**src/rtl/ac_in_pkg.sv**
```systemverilog
package ac_in_pkg;
  localparam int TAG_W     = 16;
  localparam int SLOT_W    = 20;
  localparam int NUM_SLOTS = 12;
  localparam int FRAME_W   = TAG_W + SLOT_W * NUM_SLOTS;
  localparam int IDX_W     = $clog2(FRAME_W);
  localparam int RIDX_W    = 7;
  localparam int RDAT_W    = 16;
  localparam int REQ_W     = 10;
  localparam int USED_SLOTS = 4;

  typedef struct packed {
    logic              rdy;
    logic              sts_vld;
    logic [RIDX_W-1:0] sts_idx;
    logic [RDAT_W-1:0] sts_dat;
    logic [REQ_W-1:0]  req;
    logic              l_vld;
    logic [SLOT_W-1:0] l_smp;
    logic              r_vld;
    logic [SLOT_W-1:0] r_smp;
  } frame_cont_t;
endpackage

```
**src/rtl/ac_rst_sync.sv**
```systemverilog
module ac_rst_sync (
  input  logic clk,
  input  logic rst_n_a,
  output logic rst_n_o
);
  logic [1:0] stage_q;

  always_ff @(posedge clk or negedge rst_n_a) begin
    if (!rst_n_a) stage_q <= 2'b00;
    else          stage_q <= {stage_q[0], 1'b1};
  end

  assign rst_n_o = stage_q[1];
endmodule

```
**src/rtl/ac_sync_edge.sv**
```systemverilog
module ac_sync_edge (
  input  logic clk,
  input  logic rst_n,
  input  logic sync_i,
  output logic start_o
);
  logic fe_q;
  logic re_q;

  // sync is launched on the rising edge; capture it on the falling edge
  always_ff @(negedge clk or negedge rst_n) begin
    if (!rst_n) fe_q <= 1'b0;
    else        fe_q <= sync_i;
  end

  always_ff @(posedge clk or negedge rst_n) begin
    if (!rst_n) re_q <= 1'b0;
    else        re_q <= fe_q;
  end

  assign start_o = fe_q & ~re_q;

  AST_START_SINGLE: assert property (@(posedge clk) disable iff (!rst_n)
    start_o |=> !start_o);
endmodule

```
**src/rtl/ac_frame_pack.sv**
```systemverilog
module ac_frame_pack
  import ac_in_pkg::*;
(
  input  frame_cont_t          cont_i,
  output logic [FRAME_W-1:0]   frame_o
);
  localparam int PAD_W = SLOT_W * (NUM_SLOTS - USED_SLOTS);

  logic [TAG_W-1:0]  tag_w;
  logic [SLOT_W-1:0] s1_w, s2_w, s3_w, s4_w;

  always_comb begin
    tag_w = '0;
    tag_w[TAG_W-1] = cont_i.rdy;
    tag_w[TAG_W-2] = cont_i.sts_vld;
    tag_w[TAG_W-3] = cont_i.sts_vld;
    tag_w[TAG_W-4] = cont_i.l_vld;
    tag_w[TAG_W-5] = cont_i.r_vld;

    s1_w = {1'b0, (cont_i.sts_vld ? cont_i.sts_idx : {RIDX_W{1'b0}}),
            cont_i.req, {(SLOT_W-1-RIDX_W-REQ_W){1'b0}}};
    s2_w = cont_i.sts_vld ? {cont_i.sts_dat, {(SLOT_W-RDAT_W){1'b0}}} : '0;
    s3_w = cont_i.l_vld ? cont_i.l_smp : '0;
    s4_w = cont_i.r_vld ? cont_i.r_smp : '0;
  end

  assign frame_o = {tag_w, s1_w, s2_w, s3_w, s4_w, {PAD_W{1'b0}}};
endmodule

```
**src/rtl/ac_bit_shifter.sv**
```systemverilog
module ac_bit_shifter
  import ac_in_pkg::*;
(
  input  logic               clk,
  input  logic               rst_n,
  input  logic               start_i,
  input  logic [FRAME_W-1:0] frame_i,
  output logic               sdata_o,
  output logic               busy_o,
  output logic [IDX_W-1:0]   pos_o
);
  localparam logic [IDX_W-1:0] LAST_POS = IDX_W'(FRAME_W - 1);

  logic [FRAME_W-1:0] tx_order;
  logic               busy_q, busy_n;
  logic [IDX_W-1:0]   pos_q, pos_n;
  logic               bit_q, bit_n;
  logic               step_en;

  // bit p of tx_order is the p-th bit on the line
  for (genvar gi = 0; gi < FRAME_W; gi++) begin : g_rev
    assign tx_order[gi] = frame_i[FRAME_W-1-gi];
  end

  assign step_en = start_i | busy_q;

  always_comb begin
    busy_n = busy_q;
    pos_n  = pos_q;
    bit_n  = 1'b0;
    if (start_i) begin
      busy_n = 1'b1;
      pos_n  = '0;
      bit_n  = tx_order[0];
    end else if (busy_q && pos_q != LAST_POS) begin
      pos_n  = pos_q + 1'b1;
      bit_n  = tx_order[pos_n];
    end else if (busy_q) begin
      busy_n = 1'b0;
    end
  end

  always_ff @(posedge clk or negedge rst_n) begin
    if (!rst_n) begin
      busy_q <= 1'b0;
      pos_q  <= '0;
      bit_q  <= 1'b0;
    end else if (step_en) begin
      busy_q <= busy_n;
      pos_q  <= pos_n;
      bit_q  <= bit_n;
    end
  end

  assign sdata_o = bit_q;
  assign busy_o  = busy_q;
  assign pos_o   = pos_q;

  AST_IDLE_QUIET: assert property (@(posedge clk) disable iff (!rst_n)
    !busy_q |-> !sdata_o);
endmodule

```
**src/rtl/ac_in_frame_ser.sv**
```systemverilog
module ac_in_frame_ser
  import ac_in_pkg::*;
#(
  parameter int SMP_W = 20
) (
  input  logic              clk_bit,
  input  logic              rst_n,
  input  logic              sync_i,
  input  logic              codec_rdy_i,
  input  logic              sts_vld_i,
  input  logic [6:0]        sts_idx_i,
  input  logic [15:0]       sts_dat_i,
  input  logic [9:0]        slot_req_i,
  input  logic              rec_l_vld_i,
  input  logic [SMP_W-1:0]  rec_l_i,
  input  logic              rec_r_vld_i,
  input  logic [SMP_W-1:0]  rec_r_i,
  output logic              sdata_o,
  output logic              take_o
);
  localparam int PADS = SLOT_W - SMP_W;
  localparam logic [IDX_W-1:0] S0_PAD_LO = IDX_W'(TAG_W - 11);
  localparam logic [IDX_W-1:0] S2_LO     = IDX_W'(TAG_W + SLOT_W);
  localparam logic [IDX_W-1:0] S2_HI     = IDX_W'(TAG_W + 2 * SLOT_W - 1);
  localparam logic [IDX_W-1:0] ZERO_FROM = IDX_W'(TAG_W + USED_SLOTS * SLOT_W);

  logic               rst_n_s;
  logic               start_w;
  logic [SLOT_W-1:0]  l_just, r_just;
  frame_cont_t        live_w, held_q, held_n, pack_src;
  logic [FRAME_W-1:0] frame_w;
  logic               take_q;
  logic               busy_w;
  logic [IDX_W-1:0]   pos_w;

  ac_rst_sync u_rst (
    .clk     (clk_bit),
    .rst_n_a (rst_n),
    .rst_n_o (rst_n_s)
  );

  ac_sync_edge u_edge (
    .clk     (clk_bit),
    .rst_n   (rst_n_s),
    .sync_i  (sync_i),
    .start_o (start_w)
  );

  // left-justify samples inside the 20-bit slot
  if (PADS == 0) begin : g_full
    assign l_just = rec_l_i;
    assign r_just = rec_r_i;
  end else begin : g_pad
    assign l_just = {rec_l_i, {PADS{1'b0}}};
    assign r_just = {rec_r_i, {PADS{1'b0}}};
  end

  always_comb begin
    live_w.rdy     = codec_rdy_i;
    live_w.sts_vld = sts_vld_i;
    live_w.sts_idx = sts_idx_i;
    live_w.sts_dat = sts_dat_i;
    live_w.req     = slot_req_i;
    live_w.l_vld   = rec_l_vld_i;
    live_w.l_smp   = l_just;
    live_w.r_vld   = rec_r_vld_i;
    live_w.r_smp   = r_just;
    held_n   = start_w ? live_w : held_q;
    pack_src = held_n;
  end

  always_ff @(posedge clk_bit or negedge rst_n_s) begin
    if (!rst_n_s) begin
      held_q <= '0;
      take_q <= 1'b0;
    end else begin
      if (start_w) held_q <= held_n;
      take_q <= start_w;
    end
  end

  ac_frame_pack u_pack (
    .cont_i  (pack_src),
    .frame_o (frame_w)
  );

  ac_bit_shifter u_shift (
    .clk     (clk_bit),
    .rst_n   (rst_n_s),
    .start_i (start_w),
    .frame_i (frame_w),
    .sdata_o (sdata_o),
    .busy_o  (busy_w),
    .pos_o   (pos_w)
  );

  assign take_o = take_q;

  AST_TAKE_ONE_CYCLE: assert property (@(posedge clk_bit) disable iff (!rst_n_s)
    take_o |=> !take_o);
  AST_READY_LEADS: assert property (@(posedge clk_bit) disable iff (!rst_n_s)
    take_o |-> (sdata_o == $past(codec_rdy_i)));
  AST_TAG_PAD_ZERO: assert property (@(posedge clk_bit) disable iff (!rst_n_s)
    (busy_w && pos_w >= S0_PAD_LO && pos_w < IDX_W'(TAG_W)) |-> !sdata_o);
  AST_SLOT2_BLANK: assert property (@(posedge clk_bit) disable iff (!rst_n_s)
    (busy_w && !held_q.sts_vld && pos_w >= S2_LO && pos_w <= S2_HI) |-> !sdata_o);
  AST_TAIL_ZERO: assert property (@(posedge clk_bit) disable iff (!rst_n_s)
    (busy_w && pos_w >= ZERO_FROM) |-> !sdata_o);
endmodule

```
**config.mk**
```make
export PLATFORM = sky130hd
export DESIGN_NAME = ac_in_frame_ser
export DESIGN_NICKNAME = d
export VERILOG_FILES = /design/src/rtl/ac_in_pkg.sv /design/src/rtl/ac_rst_sync.sv /design/src/rtl/ac_sync_edge.sv /design/src/rtl/ac_frame_pack.sv /design/src/rtl/ac_bit_shifter.sv /design/src/rtl/ac_in_frame_ser.sv
export SDC_FILE = /design/constraint.sdc
export NUM_CORES = 1
export LEC_CHECK = 0
export BUFFER_PORTS_ARGS = -buffer_cell sky130_fd_sc_hd__buf_2
export CORE_AREA = 2 2 87 105
export DETAILED_ROUTE_END_ITERATION = 8
export DIE_AREA = 0 0 89 107
export GPL_TIMING_DRIVEN = 0
export PLACE_DENSITY = 0.82
export SYNTH_ARGS = -nofsm -noshare
export SYNTH_HDL_FRONTEND = slang
export SYNTH_SLANG_ARGS = --single-unit
```
**constraint.sdc**
```tcl
create_clock -name clk_bit -period 3.78 [get_ports clk_bit]
set_input_delay 0.189 -clock clk_bit [delete_from_list [all_inputs] [get_ports clk_bit]]
set_output_delay 0.189 -clock clk_bit [all_outputs]
set_load 0.05 [all_outputs]
```
# Yosys cells after proc, flatten, opt, wreduce, memory -nomap -nowiden
# Cells that the tools add are included.
[classes]
n_addsub = 1
order_cmp = 1
n_eq_ne = 2
muxes = 13
bitwise_logic = 3
n_reduce_logical = 4
[ops]
columns = ["operator", "n"]
rows = [
  ["$mux 77", 1],
  ["$mux 20", 3],
  ["$mux 8", 2],
  ["$lt 8x9->1 const B", 1],
  ["$add 8x1->8 const B", 1],
  ["$bmux 1 s8", 1],
  ["$ne 8x8->1 const B", 1],
  ["$mux 7", 1],
  ["$mux 1", 5],
  ["$reduce_and 2->1", 2],
  ["$ne 2x2->1 const B", 1],
  ["$reduce_bool 2->1", 1],
  ["$and 1x1->1", 1],
  ["$logic_and 1x1->1", 1],
  ["$not 1->1", 1],
  ["$or 1x1->1", 1],
]
[word_totals]
ff_bits = 92
inputBits = 80
wordCells = 40

# Logic depth before layout (Yosys ltp)
# Gate-level depths: netlist (run 1).
[depth]
ltp_word = 8
mapped_depth = 12
depth_no_buf = 8

# Modules after synthesis
# Synthesis (run 1) repeated with hierarchy kept, for this count alone.
[unflattened]
cells_unflattened = 782
area_unflattened_um2 = 9013.6
[by_module_without_submodules]
columns = ["module", "n_inst", "cells_per_inst", "area_per_inst_um2", "seq_area_each_um2"]
rows = [
  ["ac_in_frame_ser", 1, 249, 4046.4, 1951.9],
  ["ac_bit_shifter", 1, 264, 2937.8, 250.2],
  ["ac_frame_pack", 1, 263, 1911.8, 0.0],
  ["ac_sync_edge", 1, 3, 63.8, 50.0],
  ["ac_rst_sync", 1, 3, 53.8, 50.0],
]

==> results.py, run 1 <==
metrics = {
    "placement": {
        "port_buffers": 81,
        "routabilityCongestion": 0.9071,
        "place_area_um2": 5167,
        "pre_cts_slack_ps": -671.6,
        "hpwlAfterDp_um": 8176,
        "dp.cells": 653,
    },
    "floorplanning": {
        "ios": 82,
        "fp.dieW_um": 89,
        "die_h_um": 107,
        "rows": 37,
        "coreArea_um2": 8518,
        "die_area_um2": 9523,
        "start_util": 0.5351,
    },
    "grt": {
        "antenna_found_initial": 0,
        "grt_start_max_net_pins": 51,
        "grt_first_pass_wirelength_um": 17700,
        "track_usage": 0.2446,
        "grt_overflow": 0,
        "grt_pass1_vias": 3738,
    },
    "timing": {
        "setup_viol_count_final": 1,
        "hold_ws_ps": 29.15,
        "finalWorstSetupSlack_ps": -492.1,
        "worst_pin_slew_ps": 1049,
        "slew_viol_final": 0,
        "rsz0062_at_grt": "true",
        "skew_ps": 23.57,
        "max_slew_margin": 0.2915,
        "hold_viol_final": 0,
    },
    "layout": {
        "area_growth_pct": 20.59,
        "final_nets": 632,
        "antennaDiodeCount": 0,
        "design_area_um2": 5497,
        "stdcell_count": 673,
        "post_route_cells_drive_above_1_share": 0.3219,
    },
    "power": {
        "power.density_nw_per_um2": 538.8,
        "peakVddDrop_mv": 0.2909,
        "leakage_uw": 0.002692,
    },
    "drt": {
        "drtPass1Iterations": 4,
        "drt-total-wl_um": 11000,
        "antenna_left": 0,
        "post_drt_via_cell_ratio": 5.426,
        "wl_per_cell_um": 16.34,
        "drt_iter0_drc": 206,
        "num_vias": 3652,
        "drcViolationCount": 0,
    },
    "synth": {
        "ys_ff_latch": 92,
        "syn_area_per_cell_um2": 10.04,
        "synth_top_area_share": 0.4996,
        "netlist-cell-type-count": 57,
        "synth.area.top_cells": "dfrtp_1, nand2_1, mux2_2, mux4_2, xor2_1",
        "async_reset_ff_frac": 1.000,
        "synth_area_um2": 4558,
        "syn_nets": 535,
        "synth_most_common_cell": "nand2_1",
        "ys_seq_area_frac": 0.5051,
        "synth.top_cells.by_count": "nand2_1, dfrtp_1, mux2_2",
        "synthCells": 454,
        "synth_ff_type": "dfrtp_1",
        "synth_edf_count": 0,
        "yosysWarnings": 0,
        "synth_largest_area_cell": "dfrtp_1",
    },
    "hold_path": {
        "hp-class": "in -> reg",
        "hold_start": "sts_dat_i[9]",
        "min_to": "held_q[61]$_DFFE_PN0N_",
        "min_path_cells": 3,
    },
    "outcome": {
        "violations": "setup timing",
        "status": "finished, violations left",
    },
    "job": {
        "max-cap-violations": 0,
    },
    "clocking": {
        "root_buffer": "clkbuf_8",
        "clock_path_buffers": 2,
        "clock_sinks": 92,
        "cts_tree": "built",
        "numCtsBuffers": 9,
        "htreeDepth": 3,
        "path_clk_slew_ps": 90,
        "insertion_delay_ps": 360,
    },
    "critical_path": {
        "cp-end-kind": "register",
        "worst-r2r-setup-slack_ps": -490,
        "worstPathArrival_ps": 4500,
        "r2r_cells": 9,
        "regToRegEndpoint": "u_shift.sdata_o$_DFFE_PN0P_",
        "critPathLaunchType": "register",
        "cp.required_ps": 4010,
        "path_max_fanout": 5,
        "worstSetupPathType": "reg -> reg",
        "r2r_start": "u_edge.fe_q$_DFF_NN0_",
    },
}
## cell type report
cell class | instances | area, um^2
Multi-Input combinational cell | 329 | 2108
Timing Repair Buffer | 87 | 500.5
Buffer | 25 | 166.4
Clock inverter | 6 | 92.59
Clock buffer | 10 | 137.6
Tap cell | 117 | 146.4
Fill cell | 731 | 3022
Sequential cell | 92 | 2306
Inverter | 7 | 38.79
## per-layer routing
layer | GRT usage | part of all wire | up-vias
li1 | - | - | 1722
met1 | 0.3137 | 0.42 | 1781
met2 | 0.4158 | 0.51 | 127
met3 | 0.04465 | 0.050 | 22
met4 | 0.07996 | 0.026 | 0
met5 | 0 | 0 | -
## metrics by stage
| step | util | total power (uW) | TNS, ps |
|---|---|---|---|
| 2_1_floorplan | - | 1907 | -331.7 |
| 3_3_place_gp | 0.6031 | 2157 | -6807 |
| 3_5_place_dp | 0.6066 | 2195 | -7858 |
| 4_1_cts | 0.6429 | 2958 | -490.5 |
| 5_1_grt | 0.6453 | 3114 | -542.5 |
| 6_report | 0.6453 | 2962 | -492.1 |
## how the worst max path moves through the flow
stage / from / end / slack (ps) / cells past startpoint
global route: u_edge.fe_q$_DFF_NN0_ / u_shift.sdata_o$_DFFE_PN0P_ / -540 / 9
global placement: u_edge.fe_q$_DFF_NN0_ / u_shift.sdata_o$_DFFE_PN0P_ / -670 / 10
floorplan: u_edge.fe_q$_DFF_NN0_ / u_shift.sdata_o$_DFFE_PN0P_ / -330 / 10
detailed placement: u_edge.fe_q$_DFF_NN0_ / u_shift.sdata_o$_DFFE_PN0P_ / -670 / 11
finish: u_edge.fe_q$_DFF_NN0_ / u_shift.sdata_o$_DFFE_PN0P_ / -490 / 9
CTS: u_edge.fe_q$_DFF_NN0_ / u_shift.sdata_o$_DFFE_PN0P_ / -490 / 9
## power by group
part | internal [uW] | switching, uW | total [uW]
clock | 395 | 355 | 751
combinational | 446 | 580 | 1030
sequential | 1120 | 69.0 | 1190
total | 1960 | 1000 | 2960
## critical path, cell delays in order (launching register included)
cell and delay [ps]:
dfrtn_1 460, nand2b_4 110, inv_12 90, buf_12 120
mux2_4 300, mux4_2 520, a211oi_2 250, o31ai_1 110
o211ai_1 130, o221ai_1 150
## sequential cells by signal, indices dropped and copies added, names as in the netlist
name,count
u_shift.sdata_o,1
u_shift.pos_o,8
u_shift.busy_o,1
held_q,77
u_edge.re_q,1
u_edge.fe_q,1
u_rst.stage_q,2
take_o,1
## cell families (layout without fill, tap and decap cells)
group                      Yosys count  count (layout)  share of synthesized area
DFF                                 92              92                     0.5051
adders and majority gates            1               1                   0.002745
other                                1               1                  0.0008227
xor gates and xnor gates            15              15                    0.03047
muxes                               48              48                     0.1499
AOI/OAI and AO/OA                   42              42                    0.06616
and+or+nand+nor                    222             222                     0.2018
buffers and inverters               33             135                    0.04309
## what timing repair did
item | in CTS | in global routing
buffers inserted | 3 | 0
setup endpoints to repair | 31 | 29
pin swaps | 6 | 0
hold endpoints to repair | 2 | 0
hold buffers | 1 | 0
cloned | 1 | 0
gates resized for setup | 12 | 8
## layout by cell type, fill, tap and decap left out, drive strengths merged, types with 2 or more instances in the layout
cell type and n:
mux2i 3, o22a 2, buf 99, nor4 3, mux4 13, a221oi 3
nor2b 2, xor2 10, clkbuf 22, and4 2, a31oi 2, nor2 16
o31ai 4, nor3b 2, clkinvlp 2, o21ai 3, nand2 179, and3 4
o22ai 8, bufinv 2, nand2b 3, mux2 32, o211ai 2, inv 8
xnor2 5, nand3 2, dfrtp 91, a21oi 7, or2 3
No activity file was read; power rests on OpenSTA's default activity.
==> run 2, diff against run 1 <==
==> constraint.sdc (replaced) <==
create_clock -name clk_bit -period 3.78 [get_ports clk_bit]
set_input_delay 0.756 -clock clk_bit [delete_from_list [all_inputs] [get_ports clk_bit]]
set_output_delay 0.756 -clock clk_bit [all_outputs]
set_load 0.05 [all_outputs]
==> run 2 against run 1 <==
The run still ends with setup timing left. Sequential cell count stayed put. Die area stayed put. Critical path depth stayed put. Design area is 0.18% lower. Non-clock buffer count is 1 lower. Largest cell class unchanged.
==> results.py, run 2 (synthesis gave the netlist of run 1 again) <==
metrics = {
    "clocking": {
        "ctsHoldBuffers": 0,
        "cts_tree": "built",
        "path_clk_slew_ps": 90,
        "clock_sinks": 92,
        "numCtsBuffers": 9,
        "root_buffer": "clkbuf_8",
        "htreeDepth": 3,
        "insertion_delay_ps": 360,
        "clock_path_buffers": 2,
    },
    "grt": {
        "grt_overflow": 0,
        "antenna_found_initial": 0,
        "grt_start_max_net_pins": 51,
        "track_usage": 0.2443,
        "grt_first_pass_wirelength_um": 17670,
        "grt_pass1_vias": 3726,
    },
    "timing": {
        "hold_ws_ps": 159.3,
        "skew_ps": 22.05,
        "rsz0062_at_grt": "true",
        "fin_setup_tns_ps": -494.7,
        "slew_viol_final": 0,
        "finalWorstSetupSlack_ps": -494.7,
        "max_slew_margin": 0.2775,
        "worst_pin_slew_ps": 1070,
        "hold_viol_final": 0,
        "setup_viol_count_final": 1,
    },
    "critical_path": {
        "cp-end-kind": "register",
        "critPathSlowestCell": "mux4_2",
        "critPathLaunchType": "register",
        "cp.required_ps": 4000,
        "path_max_fanout": 5,
        "crit_chain": "nand2b_4 -> inv_12 -> buf_12 -> mux2_4 -> mux4_2 -> a211oi_2 -> o31ai_1 -> o211ai_1 -> o221ai_1",
        "critical_path.max_stage_delay_ps": 520,
        "worstPathArrival_ps": 4500,
        "worstSetupPathType": "reg -> reg",
    },
    "power": {
        "leakage_uw": 0.002688,
        "intPower_uw": 1957,
        "clkPwrFrac": 0.253,
        "p_sw_frac": 0.3395,
        "power_frac_seq": 0.400,
        "comb_power_share": 0.347,
        "p_switching_uw": 1006,
        "peakVddDrop_mv": 0.2914,
        "power.density_nw_per_um2": 540.0,
    },
    "drt": {
        "antenna_left": 0,
        "drtPass1Iterations": 6,
        "drcViolationCount": 0,
        "drt-total-wl_um": 10990,
        "num_vias": 3646,
        "wl_per_cell_um": 16.36,
        "post_drt_via_cell_ratio": 5.426,
        "drt_iter0_drc": 204,
    },
    "layout": {
        "regMostFlops": "held_q",
        "register_area_um2": 2306,
        "antennaDiodeCount": 0,
        "final_nets": 631,
        "final_util": 0.6441,
        "final_common_cell": "nand2_1",
        "post_route_cells_drive_above_1_share": 0.3225,
        "fillCellCount": 732,
        "design_area_um2": 5487,
        "largest_reg_flops": 77,
        "multi_input_area_um2": 2108,
        "mostFrequentLayoutCells": "nand2_1, dfrtp_1, buf_2, mux2_2, nor2_1",
        "area_growth_pct": 20.37,
    },
    "hold_path": {
        "hp-class": "in -> async",
    },
    "placement": {
        "place_area_um2": 5167,
        "hpwlAfterDp_um": 8176,
        "routabilityCongestion": 0.9071,
        "port_buffers": 81,
    },
    "job": {
        "max-cap-violations": 0,
    },
    "floorplanning": {
        "die_h_um": 107,
        "ios": 82,
        "coreArea_um2": 8518,
        "rows": 37,
        "start_util": 0.5351,
        "die_area_um2": 9523,
        "fp.dieW_um": 89,
    },
    "outcome": {
        "status": "finished, violations left",
        "violations": "setup timing",
    },
}
run 2: timing repair:
action | in CTS | in global routing
pin swaps | 6 | 0
setup buffers | 3 | 0
resized for setup | 12 | 8
setup endpoints to repair | 31 | 29
gates cloned | 1 | 0
run 2: power by group through the flow:
stage | Combinational (uW) | Clock (uW) | Sequential (uW)
final | 1030 | 751 | 1190
after global routing | 1110 | 802 | 1200
after CTS | 1010 | 765 | 1180
after detailed placement | 992 | 0 | 1200
after global placement | 953 | 0 | 1200
after floorplan | 697 | 0 | 1210
run 2: stage by stage:
stage	setup WS, ps	std cells	power (uW)
3_3_place_gp	-672.5	652	2157
5_1_grt	-542.5	672	3113
3_5_place_dp	-671.6	653	2195
4_1_cts	-490.5	672	2957
6_report	-494.7	672	2963
2_1_floorplan	-331.7	454	1907
run 2: worst max-delay path, delay by kind of cell, from the launching register on:
| family | cells | cell delay, ps |
|---|---|---|
| DFF | 1 | 460 |
| AOI/OAI and AO/OA | 4 | 650 |
| buffers and inverters | 2 | 210 |
| and+or+nand+nor | 1 | 110 |
| muxes | 2 | 820 |
run 2: final timing paths:
check	from	endpoint	slack (ps)	depth (start not counted)
setup / recovery	u_edge.fe_q$_DFF_NN0_	u_shift.sdata_o$_DFFE_PN0P_	-490	9
hold / removal	rst_n	u_rst.stage_q[1]$_DFF_PN0_	160	1
setup reg to reg	u_edge.fe_q$_DFF_NN0_	u_shift.sdata_o$_DFFE_PN0P_	-490	9
hold reg to reg	u_rst.stage_q[1]$_DFF_PN0_	held_q[61]$_DFFE_PN0N_	320	0
max in group asynchronous	u_rst.stage_q[1]$_DFF_PN0_	u_edge.fe_q$_DFF_NN0_	1000	1
min in group clk_bit	u_rst.stage_q[0]$_DFF_PN0_	u_rst.stage_q[1]$_DFF_PN0_	360	0
run 2: layout make-up:
type	count	share of cell area
Clock inverter	6	0.01688
Tap cell	117	0.02668
Timing Repair Buffer	86	0.08940
Multi-Input combinational cell	329	0.3843
Inverter	7	0.007070
Clock buffer	10	0.02509
Sequential cell	92	0.4203
Buffer	25	0.03033
run 2: layer usage:
layer,wire [um],GRT usage,up-vias
met3,542,0.04465,20
met2,5612,0.4147,114
met4,204,0.07996,0
met5,0,0,-
li1,-,-,1720
met1,4633,0.3137,1792
